[config.mk]
export PLATFORM = sky130hd
export DESIGN_NAME = cmdfrm_gen
export DESIGN_NICKNAME = d
export VERILOG_FILES = /design/src/rtl/cmdfrm_pkg.sv /design/src/rtl/cmdfrm_layout.sv /design/src/rtl/cmdfrm_crc7.sv /design/src/rtl/cmdfrm_gen.sv
export SDC_FILE = /design/constraint.sdc
export NUM_CORES = 1
export LEC_CHECK = 0
export BUFFER_PORTS_ARGS = -buffer_cell sky130_fd_sc_hd__buf_2
export CAP_MARGIN = 20
export CORE_MARGIN = 3
export CORE_UTILIZATION = 40
export DETAILED_ROUTE_END_ITERATION = 10
export GPL_TIMING_DRIVEN = 0
export RECOVER_POWER = 100
export REMOVE_ABC_BUFFERS = 1
export SLEW_MARGIN = 5
export SYNTH_ARGS = -nofsm -noshare
export SYNTH_HDL_FRONTEND = slang
export SYNTH_HIERARCHICAL = 1
export SYNTH_SLANG_ARGS = --single-unit
[constraint.sdc]
create_clock -name clk -period 7.7 [get_ports clk]
set_clock_uncertainty 0.15 [all_clocks]
set_input_delay 0.77 -clock clk [delete_from_list [all_inputs] [get_ports clk]]
set_output_delay 0.77 -clock clk [all_outputs]
set_load 0.03 [all_outputs]
[src/rtl/cmdfrm_pkg.sv]
package cmdfrm_pkg;
    localparam int BYTE_W   = 8;
    localparam int ADDR_W   = 24;
    localparam int ARG_W    = 32;
    localparam int CRC_W    = 7;
    localparam int MAX_BODY = 8;
    localparam int LEN_W    = $clog2(MAX_BODY + 2);
    localparam int IDX_W    = $clog2(MAX_BODY);

    localparam logic [CRC_W-1:0] CRC_SEED = 7'h7F;
    localparam logic [CRC_W-1:0] CRC_POLY = 7'h09;

    localparam logic [BYTE_W-1:0] OP_DMA_WR  = 8'hC1;
    localparam logic [BYTE_W-1:0] OP_DMA_RD  = 8'hC2;
    localparam logic [BYTE_W-1:0] OP_INT_WR  = 8'hC3;
    localparam logic [BYTE_W-1:0] OP_INT_RD  = 8'hC4;
    localparam logic [BYTE_W-1:0] OP_XDMA_WR = 8'hC7;
    localparam logic [BYTE_W-1:0] OP_XDMA_RD = 8'hC8;
    localparam logic [BYTE_W-1:0] OP_SGL_WR  = 8'hC9;
    localparam logic [BYTE_W-1:0] OP_SGL_RD  = 8'hCA;
    localparam logic [BYTE_W-1:0] OP_RESET   = 8'hCF;

    typedef enum logic [1:0] {
        ST_IDLE = 2'd0,
        ST_BODY = 2'd1,
        ST_CRC  = 2'd2
    } fsm_t;
endpackage

[src/rtl/cmdfrm_layout.sv]
module cmdfrm_layout
    import cmdfrm_pkg::*;
(
    input  logic [BYTE_W-1:0]          op,
    input  logic [ADDR_W-1:0]          addr,
    input  logic [ARG_W-1:0]           arg,
    input  logic                       clockless,
    output logic                       legal,
    output logic [LEN_W-1:0]           body_len,
    output logic [MAX_BODY*BYTE_W-1:0] body
);
    logic [BYTE_W-1:0] a2, a1, a0, ia1;
    logic [BYTE_W-1:0] b [MAX_BODY];

    assign a2  = addr[23:16];
    assign a1  = addr[15:8];
    assign a0  = addr[7:0];
    assign ia1 = {a1[7] | clockless, a1[6:0]};

    always_comb begin
        legal    = 1'b1;
        body_len = '0;
        for (int i = 0; i < MAX_BODY; i++) b[i] = '0;
        b[0] = op;
        unique case (op)
            OP_SGL_RD: begin
                b[1] = a2; b[2] = a1; b[3] = a0;
                body_len = LEN_W'(4);
            end
            OP_INT_RD: begin
                b[1] = ia1; b[2] = a0; b[3] = '0;
                body_len = LEN_W'(4);
            end
            OP_RESET: begin
                body_len = LEN_W'(4);
            end
            OP_DMA_WR, OP_DMA_RD: begin
                b[1] = a2; b[2] = a1; b[3] = a0;
                b[4] = arg[15:8]; b[5] = arg[7:0];
                body_len = LEN_W'(6);
            end
            OP_XDMA_WR, OP_XDMA_RD: begin
                b[1] = a2; b[2] = a1; b[3] = a0;
                b[4] = arg[23:16]; b[5] = arg[15:8]; b[6] = arg[7:0];
                body_len = LEN_W'(7);
            end
            OP_INT_WR: begin
                b[1] = ia1; b[2] = a0;
                b[3] = arg[31:24]; b[4] = arg[23:16]; b[5] = arg[15:8]; b[6] = arg[7:0];
                body_len = LEN_W'(7);
            end
            OP_SGL_WR: begin
                b[1] = a2; b[2] = a1; b[3] = a0;
                b[4] = arg[31:24]; b[5] = arg[23:16]; b[6] = arg[15:8]; b[7] = arg[7:0];
                body_len = LEN_W'(8);
            end
            default: begin
                legal = 1'b0;
            end
        endcase
    end

    for (genvar g = 0; g < MAX_BODY; g++) begin : g_pack
        assign body[g*BYTE_W +: BYTE_W] = b[g];
    end
endmodule

[src/rtl/cmdfrm_crc7.sv]
module cmdfrm_crc7
    import cmdfrm_pkg::*;
(
    input  logic              clk,
    input  logic              rst_n,
    input  logic              seed_load,
    input  logic              shift_en,
    input  logic [BYTE_W-1:0] din,
    output logic [CRC_W-1:0]  crc
);
    logic [CRC_W-1:0] nxt;

    always_comb begin
        nxt = crc;
        for (int i = BYTE_W - 1; i >= 0; i--) begin
            if (nxt[CRC_W-1] ^ din[i])
                nxt = {nxt[CRC_W-2:0], 1'b0} ^ CRC_POLY;
            else
                nxt = {nxt[CRC_W-2:0], 1'b0};
        end
    end

    always_ff @(posedge clk or negedge rst_n) begin
        if (!rst_n)         crc <= CRC_SEED;
        else if (seed_load) crc <= CRC_SEED;
        else if (shift_en)  crc <= nxt;
    end


    excl_chk: assert property (@(posedge clk) disable iff (!rst_n)
        seed_load |-> !shift_en);
endmodule

[src/rtl/cmdfrm_gen.sv]
module cmdfrm_gen
    import cmdfrm_pkg::*;
(
    input  logic              clk,
    input  logic              rst_n,
    input  logic              start_i,
    input  logic [7:0]        op_i,
    input  logic [23:0]       addr_i,
    input  logic [31:0]       arg_i,
    input  logic              clockless_i,
    input  logic              crc_en_i,
    output logic              busy_o,
    output logic [3:0]        len_o,
    output logic              err_o,
    output logic [7:0]        out_byte_o,
    output logic              out_valid_o,
    input  logic              out_ready_i
);
    fsm_t state_q, state_d;

    logic                       legal;
    logic [LEN_W-1:0]           body_len;
    logic [MAX_BODY*BYTE_W-1:0] body;
    logic [MAX_BODY*BYTE_W-1:0] frame_q;
    logic [LEN_W-1:0]           body_len_q;
    logic                       crc_en_q;
    logic [IDX_W-1:0]           idx_q;
    logic [CRC_W-1:0]           crc;
    logic                       take, accept, handoff, last_body;

    cmdfrm_layout u_layout (
        .op        (op_i),
        .addr      (addr_i),
        .arg       (arg_i),
        .clockless (clockless_i),
        .legal     (legal),
        .body_len  (body_len),
        .body      (body)
    );

    assign take      = start_i && (state_q == ST_IDLE);
    assign accept    = take && legal;
    assign handoff   = out_valid_o && out_ready_i;
    assign last_body = (idx_q == IDX_W'(body_len_q - LEN_W'(1)));

    cmdfrm_crc7 u_crc (
        .clk       (clk),
        .rst_n     (rst_n),
        .seed_load (accept),
        .shift_en  (handoff && (state_q == ST_BODY)),
        .din       (out_byte_o),
        .crc       (crc)
    );

    // next-state selection
    always_comb begin
        state_d = state_q;
        unique case (state_q)
            ST_IDLE: if (accept) state_d = ST_BODY;
            ST_BODY: if (handoff && last_body) state_d = crc_en_q ? ST_CRC : ST_IDLE;
            ST_CRC:  if (handoff) state_d = ST_IDLE;
            default: state_d = ST_IDLE;
        endcase
    end

    // state register
    always_ff @(posedge clk or negedge rst_n) begin
        if (!rst_n) state_q <= ST_IDLE;
        else        state_q <= state_d;
    end

    // captured frame, byte index, length and error pulse
    always_ff @(posedge clk or negedge rst_n) begin
        if (!rst_n) begin
            frame_q    <= '0;
            body_len_q <= '0;
            crc_en_q   <= 1'b0;
            idx_q      <= '0;
            len_o      <= '0;
            err_o      <= 1'b0;
        end else begin
            err_o <= take && !legal;
            if (take) begin
                len_o <= legal ? body_len + LEN_W'(crc_en_i) : '0;
            end
            if (accept) begin
                frame_q    <= body;
                body_len_q <= body_len;
                crc_en_q   <= crc_en_i;
                idx_q      <= '0;
            end else if (handoff && (state_q == ST_BODY) && !last_body) begin
                idx_q <= idx_q + IDX_W'(1);
            end
        end
    end

    // outputs
    always_comb begin
        out_valid_o = 1'b0;
        busy_o      = 1'b0;
        out_byte_o  = '0;
        unique case (state_q)
            ST_IDLE: ;
            ST_BODY: begin
                out_valid_o = 1'b1;
                busy_o      = 1'b1;
                out_byte_o  = frame_q[int'(idx_q)*BYTE_W +: BYTE_W];
            end
            ST_CRC: begin
                out_valid_o = 1'b1;
                busy_o      = 1'b1;
                out_byte_o  = {crc, 1'b1};
            end
            default: ;
        endcase
    end


    first_byte_chk: assert property (@(posedge clk) disable iff (!rst_n)
        (start_i && !busy_o && legal) |=> (out_valid_o && out_byte_o == $past(op_i)));


    hold_chk: assert property (@(posedge clk) disable iff (!rst_n)
        (out_valid_o && !out_ready_i) |=> (out_valid_o && $stable(out_byte_o)));


    err_src_chk: assert property (@(posedge clk) disable iff (!rst_n)
        err_o |-> ($past(start_i) && !$past(busy_o) && !out_valid_o));


    end_only_on_handoff_chk: assert property (@(posedge clk) disable iff (!rst_n)
        $fell(busy_o) |-> $past(out_valid_o && out_ready_i));
endmodule

==> results.sh, run 1 <==
export IMPL_status="complete, but fails checks"
export IMPL_violations="capacitance limit, slew limit"
export IMPL_dr_wl_met3_um=956
export IMPL_p_per_area_nw_per_um2=264
export IMPL_swShare_pct=35.1
export IMPL_yosysMostFrequentCell="nand2_1"
export IMPL_area_growth_pct=13.4
export IMPL_first_pass_iters=5
export IMPL_yosys_warnings=6
export IMPL_grt_usage_pct=19.5
export IMPL_fin_area_um2=6420
export IMPL_die_x_um=125
export IMPL_drv_slew=62
export IMPL_top_layer="met4"
export IMPL_synth_seq_area_share_pct=37.7
export IMPL_vias_per_cell=5.71
export IMPL_htree_levels=3
export IMPL_clk_pin_slew_ns=0.06
export IMPL_cts_resized=0
export IMPL_fin_crit_ns=5.34
export IMPL_cts_buffers=9
export IMPL_synth_area_leader_cell="dfrtp_1"
export IMPL_yosys_top_cells_count="244 x nand2_1, 78 x dfrtp_1, 26 x clkbuf_1"
export IMPL_routed_wl_um=15300
export IMPL_clock_latency_ns=0.34
export IMPL_drc_errors=0
export IMPL_ys_types=62
export IMPL_rsz0062_at_grt="false"
export IMPL_synth_area_um2=5660
export IMPL_cp_data_required_time_ns=7.84
export IMPL_io_pins=85
export IMPL_grt_max_degree=73
export IMPL_synth_edff_count=0
export IMPL_totalPowerFinal_uw=1700
export IMPL_grt_pass1_wl_um=24900
export IMPL_multiInputGateArea_um2=3170
export IMPL_ys_async_sr_fraction_pct=100
export IMPL_cts_root_buf="clkbuf_16"
export IMPL_vias=5009
export IMPL_ir_worst_vdd_v=0.000129
export IMPL_fin_crit_sh_pct=69.3
export IMPL_pwr_share_clk_pct=29.1
export IMPL_diodes=0
export IMPL_worst_setup_path_end_kind="flop"
export IMPL_met1_length_um=6650
export IMPL_max_freq_ghz=0.187
export IMPL_r2r_setup_slack_ns=4.17
export IMPL_fin_hold_ws_ns=0.321
export IMPL_synth_top_cell_area_share_pct=34.5
export IMPL_gp_congestion=0.821
export IMPL_rows=42
export IMPL_synth_cells=659
export IMPL_fillCellCount=1322
export IMPL_port_buffers=84
export IMPL_core_um2=13600
export IMPL_worst_setup_path_type="in -> reg"
export IMPL_crit_fanout=72
export IMPL_seq_power_share_pct=35.4
export IMPL_clock_sinks=85
export IMPL_drt_iter0_drc=491
export IMPL_setup_viol=0
export IMPL_hp_class="reg -> reg"
export IMPL_grt_overflow=0
export IMPL_dpl_cell_area_um2=6120
export IMPL_cts_setup_buffers=0
export IMPL_drive_gt1_share_pct=18.2
export IMPL_die_h_um=125
export IMPL_start_util_pct=41.8
export IMPL_synth_flop_cell="dfrtp_1"
export IMPL_cts_tree="built"
export IMPL_relSlewSlack_pct=-116
export IMPL_grt_pass1_vias=4783
export IMPL_crit_path_start_kind="input pin"
export IMPL_antenna_left=0
export IMPL_post_drt_wl_per_cell_um=17.5
export IMPL_synth_area_per_cell_um2=8.59
export IMPL_grt_antenna_before_repair=0
export IMPL_synth_area_leaders="dfrtp_1 34%, nand2_1 16%, o2111ai_1 3.7%"
export IMPL_final_nets=775
export IMPL_p_sw_uw=596
export IMPL_cp_arrival_ns=5.47
export IMPL_comb_power_share_pct=35.5
export IMPL_cts_buffer_depth=2
export IMPL_route_met2_wl_um=7550
export IMPL_regArea_um2=2140
export IMPL_intPower_uw=1100
export IMPL_hold_buffers=0
export IMPL_cap_violations=1
export IMPL_hpwl_um=10600
export IMPL_dieArea_um2=15600
export IMPL_ys_seq_elements=85
export IMPL_leakagePower_uw=0.00297
export IMPL_fin_tns_setup_ns=0
export IMPL_hold_viol=0
export IMPL_worst_pin_slew_ns=3.24
power by group through the flow:
stage                     clock (uW)  sequential, uW  combinational (uW)
after global routing             520             611                 662
after detailed placement           0             609                 611
final                            495             601                 602
after floorplan                    0             601                 429
after global placement             0             630                 559
after CTS                        505             601                 614
path summary, 6_finish.rpt:
kind                                 to  cells past startpoint        start
setup / recovery           u_crc/crc[2]                     10      op_i[2]
hold / removal              frame_q[19]                      2  frame_q[19]
setup reg to reg           u_crc/crc[5]                      8     idx_q[2]
hold reg to reg             frame_q[19]                      2  frame_q[19]
max in group asynchronous      idx_q[0]                      2        rst_n
min in group asynchronous   frame_q[30]                      1        rst_n
registers in the layout (all words and copies together), names as in the netlist:
name and flops:
body_len_q 3, crc_en_q 1, err_o 1, frame_q 64
idx_q 3, len_o 4, state_q 2, u_crc/crc 7
cell families (layout without fill, tap and decap cells):
family,count (synthesis),after routing,synth area share [%]
XOR/XNOR,22,22,4.88
multiplexers,19,19,5.17
buffers and inverters,74,117,6.92
flip-flops,85,85,37.7
AND/OR/NAND/NOR,331,331,26.5
adder cells (fa/ha/maj),8,8,1.77
AO/OA/AOI/OAI,120,120,17.0
worst max-delay path, cell delays in order:
cell	delay, ns
clkbuf_1	0.43
or2_0	1.04
o211ai_1	0.17
a21oi_1	0.55
nand3_4	0.72
inv_1	1.08
buf_12	0.31
nor2_1	0.10
nand3b_1	0.11
o31a_1	0.14
cell type report:
class	instances	share of cell area [%]
Clock buffer	10	3.57
Sequential cell	85	33.3
Timing Repair Buffer	92	8.01
Tap cell	176	3.43
Inverter	9	0.526
Multi-Input combinational cell	500	49.4
Clock inverter	6	1.73
per-layer routing:
metal / global-route usage (%) / up-vias
li1: - / 2384
met3: 3.37 / 13
met5: 0 / -
met4: 5.10 / 0
met2: 32.7 / 177
met1: 26.3 / 2435
through the flow:
stage,setup WS [ns],util [%],instances
2_1_floorplan,2.66,-,594
3_3_place_gp,0.351,43.8,854
3_5_place_dp,3.13,45.1,862
4_1_cts,3.50,47.6,878
5_1_grt,1.81,47.4,878
6_report,2.36,47.4,878
cells in the final DEF (no fill, tap or decap), types with 3 or more instances in the layout:
master	instances
nand3_1	12
nor2b_1	10
ha_1	8
o2111ai_1	24
o21ai_0	12
xnor2_1	13
buf_6	3
a21boi_0	8
clkbuf_1	13
a22o_1	8
o31ai_1	25
and2_1	9
mux4_2	8
a21oi_1	4
nor2_1	8
mux2i_1	9
inv_1	8
a221o_1	16
nor4b_1	16
nor3_1	3
dfrtp_1	77
nand3b_1	3
clkbuf_16	9
nand4_1	8
bufinv_16	3
a211o_1	10
buf_2	73
nand2_1	244
dfstp_2	7
nand2b_1	3
Power figures use the tool's default switching activity.
==> run 2, diff against run 1 <==
==> constraint.sdc (replaced) <==
create_clock -name clk -period 4.9 [get_ports clk]
set_clock_uncertainty 0.15 [all_clocks]
set_input_delay 0.49 -clock clk [delete_from_list [all_inputs] [get_ports clk]]
set_output_delay 0.49 -clock clk [all_outputs]
set_load 0.03 [all_outputs]
==> run 2 against run 1 <==
- the flow still finishes with violations (capacitance limit, slew limit)
- non-clock buffer count rose by 1
- first-iteration DRC count increased by 1.2%
- setup slack worse by 1.7 ns
- final cell count grew 0.11%
- critical path depth did not move
- total power grew 57%
- global-route usage unchanged
- sequential power rose by 57%
- register-to-register slack got worse by 2.8 ns
- utilization shrank 0.065 points
- critical endpoint unchanged
- largest cell class unchanged
==> results.sh, run 2 (synthesized netlist as in run 1, its figures left out) <==
export IMPL_status="complete, but fails checks"
export IMPL_violations="capacitance limit, slew limit"
export IMPL_die_x_um=125
export IMPL_crit_path_top_delay_cell="inv_2"
export IMPL_die_h_um=125
export IMPL_cts_buffer_depth=2
export IMPL_largest_reg_flops=64
export IMPL_max_freq_ghz=0.238
export IMPL_leakagePower_uw=0.00297
export IMPL_grt_pass1_wl_um=24900
export IMPL_hpwl_um=10600
export IMPL_start_util_pct=41.8
export IMPL_post_route_util_pct=47.3
export IMPL_reg_top3="frame_q x64, u_crc/crc x7, len_o x4"
export IMPL_diodes=0
export IMPL_first_pass_iters=5
export IMPL_dpl_cell_area_um2=6120
export IMPL_crit_fanout=72
export IMPL_vias=4967
export IMPL_grt_max_degree=73
export IMPL_fin_area_um2=6410
export IMPL_drc_errors=0
export IMPL_final_nets=776
export IMPL_pre_cts_ws_ns=0.614
export IMPL_drv_slew=90
export IMPL_drive_gt1_share_pct=18.2
export IMPL_grt_pass1_vias=4785
export IMPL_fin_crit_ns=4.20
export IMPL_clock_sinks=85
export IMPL_dieArea_um2=15600
export IMPL_cts_root_buf="clkbuf_16"
export IMPL_layout_setup_ws_ns=0.697
export IMPL_critical_path_max_stage_delay_ns=0.77
export IMPL_grt_antenna_before_repair=0
export IMPL_cp_arrival_ns=4.34
export IMPL_hold_viol=0
export IMPL_fin_crit_sh_pct=85.8
export IMPL_gp_congestion=0.821
export IMPL_htree_levels=3
export IMPL_worst_setup_path_end_kind="flop"
export IMPL_drt_iter0_drc=497
export IMPL_hp_class="in -> reg"
export IMPL_cp_data_required_time_ns=5.04
export IMPL_crit_family="buffers and inverters"
export IMPL_relSlewSlack_pct=-51.7
export IMPL_clock_latency_ns=0.34
export IMPL_vias_per_cell=5.65
export IMPL_rows=42
export IMPL_worst_setup_path_type="in -> reg"
export IMPL_crit_path_start_kind="input pin"
export IMPL_regMostFlops="frame_q"
export IMPL_area_growth_pct=13.2
export IMPL_grt_overflow=0
export IMPL_cts_tree="built"
export IMPL_cts_buffers=9
export IMPL_ir_worst_vdd_v=0.000203
export IMPL_post_drt_wl_per_cell_um=17.4
export IMPL_p_per_area_nw_per_um2=416
export IMPL_port_buffers=84
export IMPL_cpMostUsedCell="clkbuf_1"
export IMPL_routed_wl_um=15300
export IMPL_worst_pin_slew_ns=2.28
export IMPL_cap_violations=2
export IMPL_fin_tns_setup_ns=0
export IMPL_rsz0062_at_grt="false"
export IMPL_layout_cells_most_common="nand2_1"
export IMPL_cts_setup_buffers=0
export IMPL_path_cells="clkbuf_1 -> nand4bb_1 -> clkbuf_1 -> a21oi_1 -> nand3_4 -> inv_2 -> buf_12 -> nor2_1 -> nand3b_1 -> o31a_1"
export IMPL_grt_usage_pct=19.5
export IMPL_final_cell_mix="244 x nand2_1, 77 x dfrtp_1, 72 x buf_2"
export IMPL_core_um2=13600
export IMPL_antenna_left=0
export IMPL_cp_num_buf_inv=4
export IMPL_setup_viol=0
export IMPL_io_pins=85
export IMPL_clk_pin_slew_ns=0.06
## run 2: cell count changes in the layout (fill, tap and decap cells not counted), sizes merged
| cell | before | now |
|---|---|---|
| buf | 80 | 78 |
| clkbuf | 22 | 24 |
| dlygate4sd3 | 0 | 1 |
## run 2: area by class of cell
cell class,count,area [um2]
clock buffer,10,229
clock inverter,6,111
tap,176,220
inverter,9,33.8
fill,1325,7150
multi-input combinational,500,3160
sequential,85,2140
timing repair buffer,93,517
## run 2: report_power, final
group	internal (uW)	leakage [uW]	total (uW)	switching, uW
Clock	498	0.000163	776	278
Sequential	807	0.00114	944	137
Combinational	426	0.00167	946	520
Total	1730	0.00297	2670	935
## run 2: repair_timing
item                                   CTS  global route
hold buffers                             1             0
endpoints found under the hold margin   24             0
gates resized for setup                  0             0
## run 2: per-layer routing
layer	wire [um]	share of wire [%]	vias to the layer above	track usage, %
met3	922	6.0	13	3.33
li1	-	-	2385	-
met1	6720	44	2397	26.3
met5	0	0	-	0
met2	7500	49	172	32.7
met4	144	0.94	0	5.10
## run 2: path summary, 6_finish.rpt
kind                        startpoint           end  slack, ns  cells past startpoint
min reg2reg                frame_q[19]   frame_q[19]       0.32                      2
min                           crc_en_i      crc_en_q       0.21                      3
max in group asynchronous        rst_n      idx_q[0]       1.52                      3
max reg2reg                   idx_q[2]  u_crc/crc[5]       1.39                      8
min in group asynchronous        rst_n   frame_q[30]       0.82                      2
max                            op_i[4]  u_crc/crc[2]       0.70                     10
## run 2: per-stage QoR
step / hold slack [ns] / power [uW] / std cells
6_report: 0.213 / 2670 / 879
5_1_grt: 0.241 / 2820 / 879
4_1_cts: 0.205 / 2700 / 879
3_5_place_dp: 0.272 / 1920 / 862
3_3_place_gp: 0.301 / 1870 / 854
2_1_floorplan: 0.0444 / 1620 / 594
## run 2: worst min-delay path, cell delays in order
cell	delay [ns]
buf_2	0.09
nand2_1	0.04
nand2_1	0.04
